--- src/rtl/erw_pkg.sv ---
package erw_pkg;
  typedef enum logic [1:0] {
    WALK_IDLE  = 2'd0,
    WALK_ISSUE = 2'd1,
    WALK_WAIT  = 2'd2
  } walkState_t;

  typedef struct packed {
    logic load;   // capture start chip / offset / length
    logic step;   // one sector finished cleanly: advance
  } walkCtl_t;
endpackage

--- src/rtl/erw_argcheck.sv ---
module erw_argcheck #(
  parameter int ADDR_W       = 32,
  parameter int DEV_SHIFT    = 19,
  parameter int INTERLEAVE   = 2,
  parameter int NUM_CHIPS    = 3,
  parameter int SECTOR_SHIFT = 17,
  parameter int CHIP_W       = 2
) (
  input  logic [ADDR_W-1:0] addr,
  input  logic [ADDR_W-1:0] len,
  output logic              argBad,
  output logic              zeroLen,
  output logic [CHIP_W-1:0] startChip,
  output logic [ADDR_W-1:0] startOff
);
  localparam longint CHIP_SPAN = (longint'(1) << DEV_SHIFT) * INTERLEAVE;
  localparam longint TOTAL     = CHIP_SPAN * NUM_CHIPS;
  localparam logic [ADDR_W:0]   TOTAL_V = (ADDR_W+1)'(TOTAL);
  localparam logic [ADDR_W-1:0] SPAN_V  = ADDR_W'(CHIP_SPAN);
  localparam logic [ADDR_W-1:0] ILV_V   = ADDR_W'(INTERLEAVE);

  logic [ADDR_W:0]   rangeEnd;
  logic [ADDR_W-1:0] chipIdx;
  logic              addrMis;
  logic              lenMis;

  always_comb begin
    addrMis  = |addr[SECTOR_SHIFT-1:0];
    lenMis   = |len[SECTOR_SHIFT-1:0];
    rangeEnd = {1'b0, addr} + {1'b0, len};
    argBad   = addrMis || lenMis || (rangeEnd > TOTAL_V);
    zeroLen  = (len == '0);
    chipIdx  = (addr >> DEV_SHIFT) / ILV_V;
    startChip = CHIP_W'(chipIdx);
    startOff  = addr - chipIdx * SPAN_V;
  end
endmodule

--- src/rtl/erw_datapath.sv ---
module erw_datapath
  import erw_pkg::*;
#(
  parameter int ADDR_W       = 32,
  parameter int DEV_SHIFT    = 19,
  parameter int INTERLEAVE   = 2,
  parameter int NUM_CHIPS    = 3,
  parameter int SECTOR_SHIFT = 17,
  parameter int CHIP_W       = 2
) (
  input  logic              clk,
  input  logic              rstN,
  input  walkCtl_t          ctl,
  input  logic [ADDR_W-1:0] reqAddr,
  input  logic [ADDR_W-1:0] reqLen,
  output logic              argBad,
  output logic              zeroLen,
  output logic [CHIP_W-1:0] curChip,
  output logic [ADDR_W-1:0] curOff,
  output logic              lastSector,
  output logic              lastChipWrap
);
  localparam longint CHIP_SPAN = (longint'(1) << DEV_SHIFT) * INTERLEAVE;
  localparam logic [ADDR_W-1:0] SECTOR_V  = ADDR_W'(longint'(1) << SECTOR_SHIFT);
  localparam logic [ADDR_W-1:0] WRAP_AT   = ADDR_W'(CHIP_SPAN - (longint'(1) << SECTOR_SHIFT));
  localparam logic [CHIP_W-1:0] FINAL_CHIP = CHIP_W'(NUM_CHIPS - 1);

  logic [CHIP_W-1:0] startChip;
  logic [ADDR_W-1:0] startOff;
  logic [ADDR_W-1:0] remLen;
  logic              wrapNow;

  erw_argcheck #(
    .ADDR_W(ADDR_W), .DEV_SHIFT(DEV_SHIFT), .INTERLEAVE(INTERLEAVE),
    .NUM_CHIPS(NUM_CHIPS), .SECTOR_SHIFT(SECTOR_SHIFT), .CHIP_W(CHIP_W)
  ) u_argcheck (
    .addr(reqAddr), .len(reqLen), .argBad(argBad), .zeroLen(zeroLen),
    .startChip(startChip), .startOff(startOff)
  );

  always_comb begin
    wrapNow      = (curOff == WRAP_AT);
    lastSector   = (remLen == SECTOR_V);
    lastChipWrap = wrapNow && (curChip == FINAL_CHIP);
  end

  always_ff @(posedge clk) begin
    if (!rstN) begin
      curChip <= '0;
      curOff  <= '0;
      remLen  <= '0;
    end else if (ctl.load) begin
      curChip <= startChip;
      curOff  <= startOff;
      remLen  <= reqLen;
    end else if (ctl.step) begin
      remLen <= remLen - SECTOR_V;
      if (wrapNow) begin
        curOff  <= '0;
        curChip <= curChip + 1'b1;
      end else begin
        curOff <= curOff + SECTOR_V;
      end
    end
  end
endmodule

--- src/rtl/erw_control.sv ---
module erw_control
  import erw_pkg::*;
(
  input  logic     clk,
  input  logic     rstN,
  input  logic     reqValid,
  input  logic     argBad,
  input  logic     zeroLen,
  input  logic     lastSector,
  input  logic     lastChipWrap,
  input  logic     secReady,
  input  logic     secDone,
  input  logic     secErr,
  output walkCtl_t ctl,
  output logic     busy,
  output logic     secValid,
  output logic     opDone,
  output logic     opBadArg,
  output logic     opFail
);
  walkState_t state, stateNext;
  logic       takeReq;
  logic       sectorOk;
  logic       walkEnds;

  always_comb begin
    takeReq  = (state == WALK_IDLE) && reqValid;
    sectorOk = (state == WALK_WAIT) && secDone && !secErr;
    walkEnds = sectorOk && (lastSector || lastChipWrap);
    ctl.load = takeReq && !argBad && !zeroLen;
    ctl.step = sectorOk;
    stateNext = state;
    unique case (state)
      WALK_IDLE:  if (ctl.load) stateNext = WALK_ISSUE;
      WALK_ISSUE: if (secReady) stateNext = WALK_WAIT;
      WALK_WAIT: begin
        if (secDone) stateNext = (secErr || walkEnds) ? WALK_IDLE : WALK_ISSUE;
      end
      default:    stateNext = WALK_IDLE;
    endcase
  end

  always_ff @(posedge clk) begin
    if (!rstN) begin
      state    <= WALK_IDLE;
      opDone   <= 1'b0;
      opBadArg <= 1'b0;
      opFail   <= 1'b0;
    end else begin
      state    <= stateNext;
      opDone   <= walkEnds || (takeReq && !argBad && zeroLen);
      opBadArg <= takeReq && argBad;
      opFail   <= (state == WALK_WAIT) && secDone && secErr;
    end
  end

  assign busy     = (state != WALK_IDLE);
  assign secValid = (state == WALK_ISSUE);
endmodule

--- src/rtl/erase_range_walker.sv ---
module erase_range_walker
  import erw_pkg::*;
#(
  parameter int ADDR_W       = 32,
  parameter int DEV_SHIFT    = 19,
  parameter int INTERLEAVE   = 2,
  parameter int NUM_CHIPS    = 3,
  parameter int SECTOR_SHIFT = 17,
  localparam int CHIP_W      = (NUM_CHIPS > 1) ? $clog2(NUM_CHIPS) : 1
) (
  input  logic              clk,
  input  logic              rstN,
  input  logic              reqValid,
  input  logic [ADDR_W-1:0] reqAddr,
  input  logic [ADDR_W-1:0] reqLen,
  output logic              busy,
  output logic              secValid,
  input  logic              secReady,
  output logic [CHIP_W-1:0] secChip,
  output logic [ADDR_W-1:0] secOffset,
  input  logic              secDone,
  input  logic              secErr,
  output logic              opDone,
  output logic              opBadArg,
  output logic              opFail
);
  walkCtl_t ctl;
  logic     argBad, zeroLen, lastSector, lastChipWrap;

  erw_datapath #(
    .ADDR_W(ADDR_W), .DEV_SHIFT(DEV_SHIFT), .INTERLEAVE(INTERLEAVE),
    .NUM_CHIPS(NUM_CHIPS), .SECTOR_SHIFT(SECTOR_SHIFT), .CHIP_W(CHIP_W)
  ) u_dp (
    .clk(clk), .rstN(rstN), .ctl(ctl), .reqAddr(reqAddr), .reqLen(reqLen),
    .argBad(argBad), .zeroLen(zeroLen), .curChip(secChip), .curOff(secOffset),
    .lastSector(lastSector), .lastChipWrap(lastChipWrap)
  );

  erw_control u_ctl (
    .clk(clk), .rstN(rstN), .reqValid(reqValid), .argBad(argBad),
    .zeroLen(zeroLen), .lastSector(lastSector), .lastChipWrap(lastChipWrap),
    .secReady(secReady), .secDone(secDone), .secErr(secErr), .ctl(ctl),
    .busy(busy), .secValid(secValid), .opDone(opDone), .opBadArg(opBadArg),
    .opFail(opFail)
  );
endmodule

--- config.mk ---
export PLATFORM = sky130hd
export DESIGN_NAME = erase_range_walker
export DESIGN_NICKNAME = d
export VERILOG_FILES = /design/src/rtl/erw_pkg.sv /design/src/rtl/erw_argcheck.sv /design/src/rtl/erw_datapath.sv /design/src/rtl/erw_control.sv /design/src/rtl/erase_range_walker.sv
export SDC_FILE = /design/constraint.sdc
export NUM_CORES = 1
export LEC_CHECK = 0
export CAP_MARGIN = 20
export CORE_AREA = 2 2 99 124
export DETAILED_ROUTE_END_ITERATION = 8
export DIE_AREA = 0 0 101 126
export PLACE_DENSITY = 0.73
export SYNTH_ARGS = -nofsm -noshare
export SYNTH_HDL_FRONTEND = slang
export SYNTH_SLANG_ARGS = --single-unit
--- constraint.sdc ---
create_clock -name clk -period 4.7 [get_ports clk]
set_input_delay 0.94 -clock clk [delete_from_list [all_inputs] [get_ports clk]]
set_output_delay 0.94 -clock clk [all_outputs]
set_load 0.005 [all_outputs]
==> results.tsv <==
stage	metric	value	unit
synth	yosys_warnings	0	
synth	synthCells	686	
clock_tree	cts_tree	yes	
die	chipWidth	101	µm
grt	grt_antenna_before_repair	0	
synth	netlist_top_cells_area	dfxtp_1 27%, ha_1 8.2%, a21oi_1 5.3%	
placement	port_buffers	108	
layout	area_delta_synth_final	44.6	%
die	ios	109	
synth	synth_edf_count	0	
sta	fin_skew	0.00415	ns
sta	fin_crit_sh	0.986	
die	rows	44	
critical_path	worstPathMaxFanout	18	
placement	dp.cells	1004	
pwr	sw_frac_of_total	0.293	
route	detail-route-antenna-nets	0	
route	drt-pass1-iter-count	4	
sta	relSlewSlack	0.390	
synth	synth_top_area_frac	0.268	
die	dieArea	12700	µm²
sta	final.min_clock_period	4.64	ns
layout	layout_commonest_cell	buf_4	
layout	finalNonFillerCells	1020	
route	routedWlPerCell	18.0	µm
critical_path	critical_path_class	in -> reg	
layout	final_cell_mix	110 x buf_4, 103 x clkdlybuf4s50_1, 71 x dfxtp_1	
route	drt_iter0_drc	304	
route	viasPerCell	6.08	
pwr	seqPwrFrac	0.333	
route	vias	6201	
sta	tightest_slew	0.906	ns
pwr	combPwrFrac	0.295	
pwr	pwr-share-clk	0.373	
status	outcome	finished clean	
sta	slew_viol_final	0	
synth	synth_area	5310	µm²
placement	dpl.hpwl	15.0	mm
sta	setup_violations	0	
die	initial_utilization	0.459	
clock_tree	htreeDepth	3	
placement	gp_congestion	0.976	
layout	regArea	1420	µm²
layout	drive_above_1_share	0.183	
die	coreArea	11600	µm²
clock_tree	cts_setup_buffers	0	
grt	grt_max_degree	28	
synth	post_synth_num_cell_types	60	
route	drc	0	
clock_tree	ctsRootBufferMaster	clkbuf_16	
synth	yosysSeqAreaShare	0.268	
sta	tns	0	ns
sta	final_hold_viol_count	0	
sta	setup_slack	0.0644	ns
grt	grt_pass1_vias	6231	
synth	synth-async-reset-ratio	0	
grt	grt_usage	0.291	
pwr	p_switching	0.000531	W
critical_path	rr_worst_depth	7	
layout	n_antenna_cell	0	
layout	nFillCells	995	
grt	grt_overflow_total	0	
synth	synth.largest_area_cell	dfxtp_1	
min_path	hold_class	reg -> reg	
clock_tree	clkSinkCount	71	
clock_tree	clkTransAtPathRegs	0.06	ns
pwr	irDropWorstVdd	0.187	mV
synth	ys.flop_type	dfxtp_1	
pwr	p_int	0.00128	W
synth	syn-num-nets	792	
critical_path	crit_required	4.97	ns
critical_path	worstSetupEndpointType	flip-flop	
layout	fin_nets	983	
layout	final_util	0.664	
clock_tree	clock_latency	0.33	ns
sta	fmax	0.216	GHz
grt	grt_pass1_wl	29.9	mm
clock_tree	cts.path.max_buffers	2	
synth	syn_area_per_cell	7.74	µm²
pwr	p_leak	3.18	nW
pwr	power_density	236	nW/µm²
layout	multiInputGateArea	3750	µm²
job	maxCapViolCount	0	
die	die_h	126	µm
critical_path	cp-start-kind	primary input	
critical_path	cp.arrival	4.90	ns
placement	pre_cts_slack	-0.463	ns
clock_tree	cts_made_buffers	9	
route	wl	18.4	mm
min_path	whs_path_depth	1	
synth	synth-seq-cells	71	
==> cell usage after synthesis, types with 3 or more instances <==
master	instances
a2111oi_0	3
a211o_1	4
a211oi_1	12
a211oi_2	10
a21o_1	11
a21oi_1	56
a31oi_1	10
and2_1	3
and3_1	44
and4_1	3
buf_2	6
buf_6	3
clkbuf_1	31
dfxtp_1	71
ha_1	35
inv_1	14
mux2i_1	7
nand2_1	45
nand2b_1	4
nand3_1	23
nand3b_1	6
nand4_1	25
nor2_1	56
nor2b_1	6
nor3_1	18
nor4_1	34
nor4b_1	3
o211ai_1	6
o21a_1	10
o21ai_0	40
o21bai_1	3
o22ai_1	5
o31ai_1	4
or2_2	3
or3_1	5
or4_1	6
xnor2_1	20
xor2_1	11
==> cells by family after synthesis <==
group,Yosys count,share of synthesized area
AOI/OAI and AO/OA,196,0.245
DFF,71,0.268
xor gates and xnor gates,31,0.0511
adders and majority gates,36,0.0863
muxes,8,0.0153
buffers and inverters,56,0.0452
and+or+nand+nor,288,0.289
==> metrics by stage <==
stage                     power (W)  hold slack [ns]  instance area (µm²)
final                       0.00181            0.482                 7680
after global routing        0.00189            0.490                 7680
after detailed placement    0.00113            0.471                 7270
after global placement      0.00112            0.465                 7270
after CTS                   0.00180            0.482                 7580
after floorplan            0.000872            0.453                 5310
==> final timing paths <==
path / from / end / slack, ns
worst max-delay path: reqAddr[13] / u_dp.curOff[27] / 0.06
worst min-delay path: u_dp.remLen[11] / u_dp.remLen[11] / 0.48
worst max register to register: u_ctl.state[0] / u_dp.curOff[27] / 1.90
worst min register to register: u_dp.remLen[11] / u_dp.remLen[11] / 0.48
==> flip-flops by register name, indices dropped and copies added, names as in the netlist <==
name and flops:
u_ctl.opDone 1, u_dp.curChip 2, u_dp.curOff 32, u_dp.remLen 32
u_ctl.opBadArg 1, u_ctl.opFail 1, u_ctl.state 2
==> critical path: stages <==
cell and delay [ns]:
clkdlybuf4s50_1 0.49, ha_4 0.30, buf_4 0.14, nand4_1 0.19
or3_1 0.41, o22ai_1 0.36, nor2_1 0.13, a21oi_1 0.21
xor2_1 0.12, or4_1 0.53, or4_4 0.47, buf_12 0.18
a21oi_2 0.20, mux2i_1 0.21
==> power by group through the flow <==
stage | combinational (W) | sequential (W) | clock [W]
4_1_cts | 0.000516 | 0.000602 | 0.000680
2_1_floorplan | 0.000256 | 0.000616 | 0
3_3_place_gp | 0.000504 | 0.000616 | 0
5_1_grt | 0.000578 | 0.000602 | 0.000711
6_report | 0.000534 | 0.000602 | 0.000675
3_5_place_dp | 0.000512 | 0.000616 | 0
==> area by class of cell <==
| class | instances | area share |
|---|---|---|
| repair buffers | 221 | 0.258 |
| multi-input cells | 559 | 0.488 |
| clock inverters | 6 | 0.00912 |
| inverters | 15 | 0.00733 |
| clock buffers | 10 | 0.0298 |
| well taps | 138 | 0.0225 |
| flip-flops and latches | 71 | 0.185 |
==> timing repair <==
action,in CTS,in global routing
setup endpoints to repair,63,63
gates resized for setup,3,21
hold buffers,0,0
pin swaps,0,2
==> routing by layer <==
layer / global-route usage / wire length (µm)
met1: 0.328 / 7190
met2: 0.532 / 9460
met3: 0.0394 / 911
met4: 0.138 / 830
met5: 0 / 0
No activity file was read; power rests on OpenSTA's default activity.
